==> config.mk <==
export PLATFORM = sky130hd
export DESIGN_NAME = ser_tx_seg_rx
export DESIGN_NICKNAME = d
export VERILOG_FILES = /design/src/rtl/ser_tx_seg_pkg.sv /design/src/rtl/ser_seg_framer.sv /design/src/rtl/ser_seg_shifter.sv /design/src/rtl/ser_rate_ctrl.sv /design/src/rtl/ser_tx_seg_rx.sv
export SDC_FILE = /design/constraint.sdc
export NUM_CORES = 1
export LEC_CHECK = 0
export BUFFER_PORTS_ARGS = -buffer_cell sky130_fd_sc_hd__buf_2
export CORE_MARGIN = 2
export CORE_UTILIZATION = 30
export CTS_BUF_LIST = sky130_fd_sc_hd__clkbuf_16
export CTS_CLUSTER_DIAMETER = 150
export DETAILED_ROUTE_END_ITERATION = 8
export SLEW_MARGIN = 40
export SYNTH_ARGS = -nofsm -noshare
export SYNTH_HDL_FRONTEND = slang
export SYNTH_SLANG_ARGS = --single-unit
==> constraint.sdc <==
create_clock -name clk -period 1.83 [get_ports clk]
set_input_delay 0.366 -clock clk [delete_from_list [all_inputs] [get_ports clk]]
set_output_delay 0.366 -clock clk [all_outputs]
set_load 0.02 [all_outputs]
==> src/rtl/ser_tx_seg_pkg.sv <==
package ser_tx_seg_pkg;
  localparam int DATA_W   = 8;
  localparam int NIB_W    = DATA_W / 2;
  localparam int RPT_SEGS = 10;

  // Packed so that bit 0 is the first serial bit received.
  typedef struct packed {
    logic [DATA_W-1:0] data;
    logic              en;
    logic              er;
  } seg_t;

  localparam int SEG_BITS = $bits(seg_t);
endpackage

==> src/rtl/ser_seg_framer.sv <==
module ser_seg_framer
  import ser_tx_seg_pkg::*;
(
  input  logic clk,
  input  logic rst_n,
  input  logic sync_i,
  output logic take_o,
  output logic seg_end_o,
  output logic resync_o,
  output logic sync_err_o
);
  localparam int PW = $clog2(SEG_BITS);
  localparam logic [PW-1:0] LAST = PW'(SEG_BITS - 1);

  logic [PW-1:0] pos_q, pos_d, idx;
  logic          serr_q;

  always_comb begin
    resync_o  = sync_i && (pos_q != '0);
    take_o    = sync_i || (pos_q != '0);
    idx       = sync_i ? '0 : pos_q;
    seg_end_o = take_o && (idx == LAST);
    if (!take_o || (idx == LAST)) pos_d = '0;
    else                          pos_d = idx + PW'(1);
  end

  always_ff @(posedge clk or negedge rst_n) begin
    if (!rst_n) begin
      pos_q  <= '0;
      serr_q <= 1'b0;
    end else begin
      pos_q  <= pos_d;
      serr_q <= resync_o;
    end
  end

  assign sync_err_o = serr_q;
endmodule

==> src/rtl/ser_seg_shifter.sv <==
module ser_seg_shifter
  import ser_tx_seg_pkg::*;
(
  input  logic clk,
  input  logic rst_n,
  input  logic take_i,
  input  logic bit_i,
  output seg_t seg_o
);
  logic [SEG_BITS-1:0] sr_q, sr_d;

  always_comb begin
    sr_d = take_i ? {bit_i, sr_q[SEG_BITS-1:1]} : sr_q;
  end

  always_ff @(posedge clk or negedge rst_n) begin
    if (!rst_n) sr_q <= '0;
    else        sr_q <= sr_d;
  end

  // Full segment as seen in the cycle its last bit is on the line.
  assign seg_o = seg_t'({bit_i, sr_q[SEG_BITS-1:1]});
endmodule

==> src/rtl/ser_rate_ctrl.sv <==
module ser_rate_ctrl
  import ser_tx_seg_pkg::*;
#(
  parameter int GROUP = RPT_SEGS
) (
  input  logic clk,
  input  logic rst_n,
  input  logic mode_10m_i,
  input  logic seg_end_i,
  input  logic resync_i,
  output logic capture_o
);
  localparam int GW = (GROUP > 1) ? $clog2(GROUP) : 1;
  localparam logic [GW-1:0] GLAST = GW'(GROUP - 1);

  logic [GW-1:0] grp_q, grp_d;

  always_comb begin
    capture_o = seg_end_i && (!mode_10m_i || (grp_q == '0));
    if (resync_i || !mode_10m_i) grp_d = '0;
    else if (seg_end_i)          grp_d = (grp_q == GLAST) ? '0 : grp_q + GW'(1);
    else                         grp_d = grp_q;
  end

  always_ff @(posedge clk or negedge rst_n) begin
    if (!rst_n) grp_q <= '0;
    else        grp_q <= grp_d;
  end
endmodule

==> src/rtl/ser_tx_seg_rx.sv <==
module ser_tx_seg_rx
  import ser_tx_seg_pkg::*;
(
  input  logic              clk,
  input  logic              rst_n,
  input  logic              mode_10m_i,
  input  logic              tx_data_i,
  input  logic              tx_sync_i,
  output logic              byte_vld_o,
  output logic [DATA_W-1:0] byte_o,
  output logic [NIB_W-1:0]  nib_lo_o,
  output logic [NIB_W-1:0]  nib_hi_o,
  output logic              pkt_act_o,
  output logic              err_sym_o,
  output logic              sync_err_o
);
  logic take, seg_end, resync, capture;
  seg_t seg;

  logic              vld_q, vld_d;
  logic [DATA_W-1:0] byte_q, byte_d;
  logic              pkt_q, pkt_d;
  logic              err_q, err_d;
  logic [NIB_W-1:0]  nib [2];

  ser_seg_framer u_framer (
    .clk(clk), .rst_n(rst_n), .sync_i(tx_sync_i),
    .take_o(take), .seg_end_o(seg_end), .resync_o(resync),
    .sync_err_o(sync_err_o)
  );

  ser_seg_shifter u_shift (
    .clk(clk), .rst_n(rst_n), .take_i(take), .bit_i(tx_data_i), .seg_o(seg)
  );

  ser_rate_ctrl #(.GROUP(RPT_SEGS)) u_rate (
    .clk(clk), .rst_n(rst_n), .mode_10m_i(mode_10m_i),
    .seg_end_i(seg_end), .resync_i(resync), .capture_o(capture)
  );

  always_comb begin
    vld_d  = capture;
    byte_d = capture ? seg.data : byte_q;
    pkt_d  = seg_end ? seg.en : pkt_q;
    err_d  = seg_end ? (seg.er && !mode_10m_i) : err_q;
  end

  always_ff @(posedge clk or negedge rst_n) begin
    if (!rst_n) begin
      vld_q  <= 1'b0;
      byte_q <= '0;
      pkt_q  <= 1'b0;
      err_q  <= 1'b0;
    end else begin
      vld_q  <= vld_d;
      byte_q <= byte_d;
      pkt_q  <= pkt_d;
      err_q  <= err_d;
    end
  end

  for (genvar g = 0; g < 2; g++) begin : g_nib
    assign nib[g] = byte_q[g*NIB_W +: NIB_W];
  end

  assign byte_vld_o = vld_q;
  assign byte_o     = byte_q;
  assign nib_lo_o   = nib[0];
  assign nib_hi_o   = nib[1];
  assign pkt_act_o  = pkt_q;
  assign err_sym_o  = err_q;
endmodule

[Yosys cells after proc, flatten, opt, wreduce, memory -nomap -nowiden]
Cells that the tools add are included.
Cells by class
  $add $sub $neg: 2
  reduce and logical (&&, ||, !) cells: 13
  equal/unequal tests: 2
  muxes and demuxes: 5
Operators by type and width (number)
  $mux W4: 5
  $add A4 B1 Y4 const B: 2
  $eq A4 B4 Y1 const B: 2
  $logic_and A1 B1 Y1: 4
  $logic_not A4 Y1: 1
  $logic_or A1 B1 Y1: 4
  $reduce_bool A4 Y1: 1
  $logic_not A1 Y1: 2
  $reduce_bool A2 Y1: 1
Storage, ports and cells
  word-level logic and storage cells: 30
  bits in registers: 30
  bits of input ports: 5

[Depth between registers and ports, before layout]
Gate-level depths: netlist (run 1).
  word-level depth: 5
  depth in mapped cells: 5

[Cells and area by module]
From an unflattened synthesis (run 1), not the netlist that was laid out.
Second synthesis, totals
  cell total of the unflattened synthesis: 115
  area total of the unflattened synthesis: 1457.6 um2
Modules (own cells, without submodules)
  ser_tx_seg_rx: times used 1, cells an instance 32, area an instance 494.2 um2, sequential area each 275.3 um2
  ser_seg_shifter: times used 1, cells an instance 20, area an instance 379.1 um2, sequential area each 225.2 um2
  ser_seg_framer: times used 1, cells an instance 33, area an instance 314.1 um2, sequential area each 125.1 um2
  ser_rate_ctrl: times used 1, cells an instance 30, area an instance 270.3 um2, sequential area each 100.1 um2

[Worst setup path before layout (run 1)]
Ideal clock, no wire load.
  kind: register -> register
  from: reg u_framer.pos_q[1]
  to: reg u_shift.sr_q[1]
  stages on the path, launching flop included: 5
  period minus slack after synthesis: 1.703 ns
  slack: 0.127 ns
  path buffers: 1
  arrival time: 1.578 ns
  required time: 1.705 ns
  cell sequence: dfrtp_1 > or4_1 > nor2_2 > buf_6 > mux2_2
Between the ends
  longest elaborated chain between the ends: 2
RTL lines
  from (decl): line ser_seg_framer.sv:15  | logic [PW-1:0] pos_q, pos_d, idx;
  from (signal assigned): line ser_seg_framer.sv:32  | pos_q <= pos_d;
  $reduce_bool A4 Y1: line ser_seg_framer.sv:20  | take_o = sync_i || (pos_q != '0);
  $logic_or A1 B1 Y1: line ser_seg_framer.sv:20
  to (signal assigned): line ser_seg_shifter.sv:18  | else sr_q <= sr_d;
  to (decl): line ser_seg_shifter.sv:10  | logic [SEG_BITS-1:0] sr_q, sr_d;
No other way between the ends.
A chain may end at the register's enable or synchronous reset.

[Worst setup path after layout (run 1)]
  from: reg u_framer.pos_q[1]
  to: reg u_rate.grp_q[3]
Between the ends
  longest elaborated chain between the ends: 4
  elaborated cells between the ends (all ways): 9
  classes of those cells: eq/ne (1); mux (2); reduce/logical (6)
RTL lines
  $mux W4 / $reduce_bool A4 Y1 (equally long branches): line ser_seg_framer.sv:21, ser_seg_framer.sv:19, ser_seg_framer.sv:20
  $eq A4 B4 Y1, or another cell as far along: line ser_seg_framer.sv:22  | seg_end_o = take_o && (idx == LAST);
  $logic_and A1 B1 Y1 / $logic_or A1 B1 Y1 (equally long branches): line ser_seg_framer.sv:22, ser_rate_ctrl.sv:20
  $reduce_bool A2 Y1 (no source line) / $mux W4 (equally long branches)
  to (signal assigned): line ser_rate_ctrl.sv:27  | else grp_q <= grp_d;
  to (decl): line ser_rate_ctrl.sv:16  | logic [GW-1:0] grp_q, grp_d;
Parallel ways exist; a longest one is shown, timed or not.

==> results of run 1 <==
Yosys cell counts (all sizes together):
library cell  instances  area, sq um
o211ai                1         12.5
mux2                 18          203
nand3b                1         7.51
o21ai                 5         25.0
a31oi                 1         6.26
clkbuf                1         3.75
nand2b                1         6.26
a21oi                 4         20.0
nand3                 2         10.0
nor3b                 1         7.51
o21ba                 1         10.0
nand2                 3         11.3
and3b                 2         17.5
a211oi                2         15.0
or4b                  1         10.0
and4                  1         8.76
nor4b                 1         23.8
buf                   9         71.3
xnor2                 1         8.76
dfrtp                29          726
or4                   1         7.51
or3                   1         6.26
a21o                  1         7.51
nor2                  2         10.0
inv                   7         26.3
nor2b                 4         25.0
o22ai                 1         6.26
ha                    4         50.1
nand4                 2         12.5
o41ai                 1         8.76
power by group:
part / internal [uW] / switching (uW) / total [uW]
clock: 629 / 263 / 892
sequential: 835 / 123 / 959
combinational: 358 / 399 / 756
routing by layer:
metal  GRT usage  part of all wire  wire length [um]
met1       0.137              0.45              1140
met2       0.166              0.46              1170
met3      0.0563             0.071               179
met4      0.0566             0.011                28
met5           0                 0                 0
state kept, by name (all words and copies together) (netlist names):
name and flops:
byte_o 8, byte_vld_o 1, err_sym_o 1, pkt_act_o 1, u_framer.pos_q 4, u_framer.sync_err_o 1
u_rate.grp_q 4, u_shift.sr_q 9
critical path: cells and delay by family (launching register included):
kind | cells | cell delay, ns
AO/OA/AOI/OAI | 2 | 0.31
buffers and inverters | 1 | 0.15
flip-flops | 1 | 0.36
AND/OR/NAND/NOR | 1 | 0.71
path summary, 6_finish.rpt:
kind / from / end / cells past startpoint
min in group clk: tx_data_i / u_shift.sr_q[9]$_DFFE_PN0P_ / 2
min reg2reg: u_shift.sr_q[1]$_DFFE_PN0P_ / u_shift.sr_q[1]$_DFFE_PN0P_ / 1
min: rst_n / byte_o[5]$_DFFE_PN0P_ / 1
max: u_framer.pos_q[1]$_DFF_PN0_ / u_rate.grp_q[3]$_DFFE_PN0P_ / 4
max in group asynchronous: rst_n / u_shift.sr_q[1]$_DFFE_PN0P_ / 1
max reg2reg: u_framer.pos_q[1]$_DFF_PN0_ / u_rate.grp_q[3]$_DFFE_PN0P_ / 4
metrics by stage:
| step | util | cells | setup WS [ns] | hold WS [ns] | cell area (sq um) |
|---|---|---|---|---|---|
| floorplan | - | 109 | 0.127 | 0.0704 | 1360 |
| global placement | 0.352 | 181 | 0.196 | 0.420 | 1530 |
| finish | 0.389 | 188 | 0.161 | 0.117 | 1690 |
| detailed placement | 0.352 | 181 | 0.169 | 0.439 | 1530 |
| CTS | 0.389 | 188 | 0.150 | 0.141 | 1690 |
| global route | 0.389 | 188 | 0.0459 | 0.170 | 1690 |
final cells by class:
cell class / instances / area (sq um)
fill: 434 / 2660
sequential: 29 / 726
clock buffer: 5 / 125
inverter: 7 / 26.3
tap: 52 / 65.1
timing repair buffer: 30 / 178
multi-input combinational: 63 / 537
clock inverter: 2 / 35.0
kinds of logic after synthesis:
group / synth area share
AOI/OAI and AO/OA: 0.0817
xor gates and xnor gates: 0.00642
adders and majority gates: 0.0367
buffers and inverters: 0.0743
DFF: 0.532
muxes: 0.149
and+or+nand+nor: 0.120
==> flow_metrics.env, run 1 <==
export IMPL_path_cells="buf_4 > or4b_2 > a211oi_1 > o22ai_1"
export IMPL_synth_cell_types=32
export IMPL_postSynthAreaPerCell_sq_um=12.5
export IMPL_p_total_uw=2610
export IMPL_drv_cap=0
export IMPL_post_route_period_util=0.912
export IMPL_cts_tree="yes"
export IMPL_routed_via_count=909
export IMPL_p_leak_uw=0.000830
export IMPL_finalSetupTns_ns=0
export IMPL_cts_hold_buf=0
export IMPL_path_clk_slew_ns=0.05
export IMPL_numPortBuffers=24
export IMPL_synth_ff_latch_count=29
export IMPL_final_cell_mix="dfrtp_1, buf_2, mux2_2, inv_1"
export IMPL_synthesis_nets=118
export IMPL_hold_violations=0
export IMPL_dr_first_iter_drc_count=63
export IMPL_worstSetupStartpointType="register"
export IMPL_via_per_inst=4.84
export IMPL_cts_htree_levels=2
export IMPL_place_congestion=0.763
export IMPL_insertion_delay_ns=0.27
export IMPL_status="finished, final reports clean"
export IMPL_ant_nets=0
export IMPL_max_clock_path_buffers=2
export IMPL_syn_to_final_growth_pct=24.0
export IMPL_grt_ovfl_total=0
export IMPL_wirelength_mm=2.52
export IMPL_worst_slew_pin_transition_ns=0.644
export IMPL_diodes=0
export IMPL_cts_setup_buffers=0
export IMPL_dieArea_sq_um=5100
export IMPL_end_kind="register"
export IMPL_cts_resized=0
export IMPL_skew_ns=0.00629
export IMPL_crit_fanout=6
export IMPL_ys_warn_count=0
export IMPL_rsz0062_at_grt="no"
export IMPL_dr_pass1_iters=4
export IMPL_setup_violations_final=0
export IMPL_die_w_um=71.4
export IMPL_first_global_vias=906
export IMPL_die_h_um=71.4
export IMPL_cpPeakStageDelay_ns=0.71
export IMPL_ys_seq_area_frac=0.532
export IMPL_final_net_count=145
export IMPL_min_period_ns=1.67
export IMPL_layout_drive_gt1_share=0.441
export IMPL_worstPathRequired_ns=1.97
export IMPL_core_area_sq_um=4350
export IMPL_grt_use_total=0.113
export IMPL_synth_area_sq_um=1360
export IMPL_grt_pass1_wl_mm=4.31
export IMPL_start_util=0.313
export IMPL_reg2reg_slack_ns=0.16
export IMPL_pin_count=25
export IMPL_hpwl_mm=1.74
export IMPL_grt_max_degree=30
export IMPL_crit_slowest_cell="or4b_2"
export IMPL_antenna_found_initial=0
export IMPL_cts_root_buffer="clkbuf_16"
export IMPL_syn_inst=109
export IMPL_layout_commonest_cell="dfrtp_1"
export IMPL_drc=0
export IMPL_criticalPathCategory="register to register"
export IMPL_max_slew_margin=0.571
export IMPL_worstPathArrival_ns=1.81
export IMPL_core_rowCount=24
export IMPL_power_density_nw_per_um2=1540
export IMPL_fmax_mhz=599
export IMPL_wl_per_cell_um=13.4
export IMPL_cts_sinks=29
export IMPL_maxSlewViolCount=0
export IMPL_cts_made_buffers=5
export IMPL_max_vdd_ir_drop_mv=0.679
export IMPL_hp_class="primary input to async pin"
Note: power is estimated with default switching activity, not from simulation.
==> run 2: changes to the inputs <==
--- a/config.mk
+++ b/config.mk
@@ -7,10 +7,11 @@
 export LEC_CHECK = 0
 export BUFFER_PORTS_ARGS = -buffer_cell sky130_fd_sc_hd__buf_2
 export CORE_MARGIN = 2
-export CORE_UTILIZATION = 30
+export CORE_UTILIZATION = 48
 export CTS_BUF_LIST = sky130_fd_sc_hd__clkbuf_16
 export CTS_CLUSTER_DIAMETER = 150
 export DETAILED_ROUTE_END_ITERATION = 8
+export PLACE_DENSITY = 0.73
 export SLEW_MARGIN = 40
 export SYNTH_ARGS = -nofsm -noshare
 export SYNTH_HDL_FRONTEND = slang
==> constraint.sdc (replaced) <==
create_clock -name clk -period 1.83 [get_ports clk]
set_input_delay 0.366 -clock clk [delete_from_list [all_inputs] [get_ports clk]]
set_output_delay 0.366 -clock clk [all_outputs]
set_load 0.005 [all_outputs]
==> run 2 against run 1 <==
Combinational power is 24% lower; die area is 36% lower; sequential share of layout area is 0.65 points higher; worst setup slack worse by 0.093 ns; critical path depth stayed put.
==> flow_metrics.env, run 2 (same netlist as run 1, synthesis figures left out) <==
export IMPL_worst_slew_pin_transition_ns=0.635
export IMPL_drc=0
export IMPL_grt_pass1_wl_mm=4.25
export IMPL_regMostFlops="u_shift.sr_q"
export IMPL_largest_reg_flops=9
export IMPL_worstSetupStartpointType="register"
export IMPL_diodes=0
export IMPL_syn_to_final_growth_pct=22.4
export IMPL_grt_use_total=0.181
export IMPL_worstPathRequired_ns=1.98
export IMPL_first_global_vias=908
export IMPL_die_w_um=57.3
export IMPL_ff2ff_path_depth=4
export IMPL_cts_root_buffer="clkbuf_16"
export IMPL_routed_via_count=900
export IMPL_skew_ns=0.00479
export IMPL_pin_count=25
export IMPL_path_clk_slew_ns=0.05
export IMPL_hold_violations=0
export IMPL_place_congestion=0.744
export IMPL_layout_commonest_cell="dfrtp_1"
export IMPL_cts_hold_buf=0
export IMPL_final_util=0.611
export IMPL_core_area_sq_um=2730
export IMPL_antenna_found_initial=0
export IMPL_r2r_start="u_framer.pos_q[1]$_DFF_PN0_"
export IMPL_reg2reg_slack_ns=0.07
export IMPL_insertion_delay_ns=0.27
export IMPL_max_slew_margin=0.576
export IMPL_dr_pass1_iters=4
export IMPL_hpwl_mm=1.65
export IMPL_ant_nets=0
export IMPL_grt_ovfl_total=0
export IMPL_setup_violations_final=0
export IMPL_core_rowCount=19
export IMPL_status="finished, final reports clean"
export IMPL_cts_tree="yes"
export IMPL_start_util=0.499
export IMPL_rr_endpoint="u_shift.sr_q[9]$_DFFE_PN0P_"
export IMPL_end_kind="register"
export IMPL_final_net_count=145
export IMPL_cts_htree_levels=2
export IMPL_post_route_period_util=0.963
export IMPL_finalSetupTns_ns=0
export IMPL_crit_fanout=12
export IMPL_cts_sinks=29
export IMPL_final_cell_mix="dfrtp_1, buf_2, mux2_2, inv_1"
export IMPL_criticalPathCategory="register to register"
export IMPL_wirelength_mm=2.47
export IMPL_max_vdd_ir_drop_mv=0.960
export IMPL_wl_per_cell_um=14.7
export IMPL_layout_drive_gt1_share=0.438
export IMPL_fmax_mhz=568
export IMPL_cts_made_buffers=5
export IMPL_rsz0062_at_grt="no"
export IMPL_maxSlewViolCount=0
export IMPL_power_density_nw_per_um2=1470
export IMPL_hp_class="primary input to async pin"
export IMPL_die_h_um=57.3
export IMPL_numPortBuffers=24
export IMPL_max_clock_path_buffers=2
export IMPL_min_period_ns=1.76
export IMPL_worstPathArrival_ns=1.91
export IMPL_fin_hold_ws_ns=0.106
export IMPL_dieArea_sq_um=3280
export IMPL_p_leak_uw=0.000832
export IMPL_grt_max_degree=30
export IMPL_via_per_inst=5.36
export IMPL_dr_first_iter_drc_count=50
export IMPL_drv_cap=0
[run 2: what timing repair did]
action | in CTS | in global routing
buffers inserted | 0 | 0
hold endpoints to repair | 0 | 0
setup endpoints to repair | 0 | 3
gates resized for setup | 0 | 1
[run 2: area by class of cell]
class	count	area [sq um]
clock buffer	5	125
clock inverter	3	37.5
tap	31	38.8
sequential	29	727
multi-input combinational	63	537
inverter	7	26.3
timing repair buffer	30	178
fill	215	1060
[run 2: routing by layer]
layer | up-vias | GRT usage | wire (um)
li1 | 429 | - | -
met1 | 437 | 0.218 | 1070
met2 | 27 | 0.271 | 1180
met3 | 7 | 0.0703 | 152
met4 | 0 | 0.120 | 72
met5 | - | 0 | 0
[run 2: critical path, stage by stage, from the launching register on]
cell	delay [ns]
dfrtp_2	0.44
or4_1	0.56
nor2_2	0.15
buf_12	0.15
mux2_2	0.33
[run 2: how the worst max path moves through the flow]
stage                                 from                     endpoint  slack [ns]  depth (start not counted)
3_5_place_dp   u_framer.pos_q[1]$_DFF_PN0_  u_shift.sr_q[2]$_DFFE_PN0P_        0.07                          4
2_1_floorplan  u_framer.pos_q[1]$_DFF_PN0_  u_shift.sr_q[1]$_DFFE_PN0P_        0.13                          4
4_1_cts        u_framer.pos_q[1]$_DFF_PN0_  u_shift.sr_q[9]$_DFFE_PN0P_        0.05                          4
5_1_grt        u_framer.pos_q[1]$_DFF_PN0_  u_shift.sr_q[1]$_DFFE_PN0P_        0.02                          4
6_report       u_framer.pos_q[1]$_DFF_PN0_  u_shift.sr_q[9]$_DFFE_PN0P_        0.07                          4
3_3_place_gp   u_framer.pos_q[1]$_DFF_PN0_  u_shift.sr_q[3]$_DFFE_PN0P_        0.12                          4
[run 2: through the flow]
step / instances / worst slack (ns) / total power [uW] / area, sq um
2_1_floorplan: 109 / 0.127 / 1370 / 1360
3_3_place_gp: 160 / 0.117 / 1540 / 1510
3_5_place_dp: 160 / 0.0663 / 1560 / 1510
4_1_cts: 168 / 0.0484 / 2480 / 1670
5_1_grt: 168 / 0.0153 / 2590 / 1670
6_report: 168 / 0.0682 / 2450 / 1670
[run 2: report_power, final]
part / internal, uW / total (uW) / leakage, uW / switching (uW)
logic: 347 / 573 / 0.000374 / 226
clock network: 629 / 896 / 0.0000826 / 267
registers: 838 / 977 / 0.000375 / 139
total: 1810 / 2450 / 0.000832 / 632
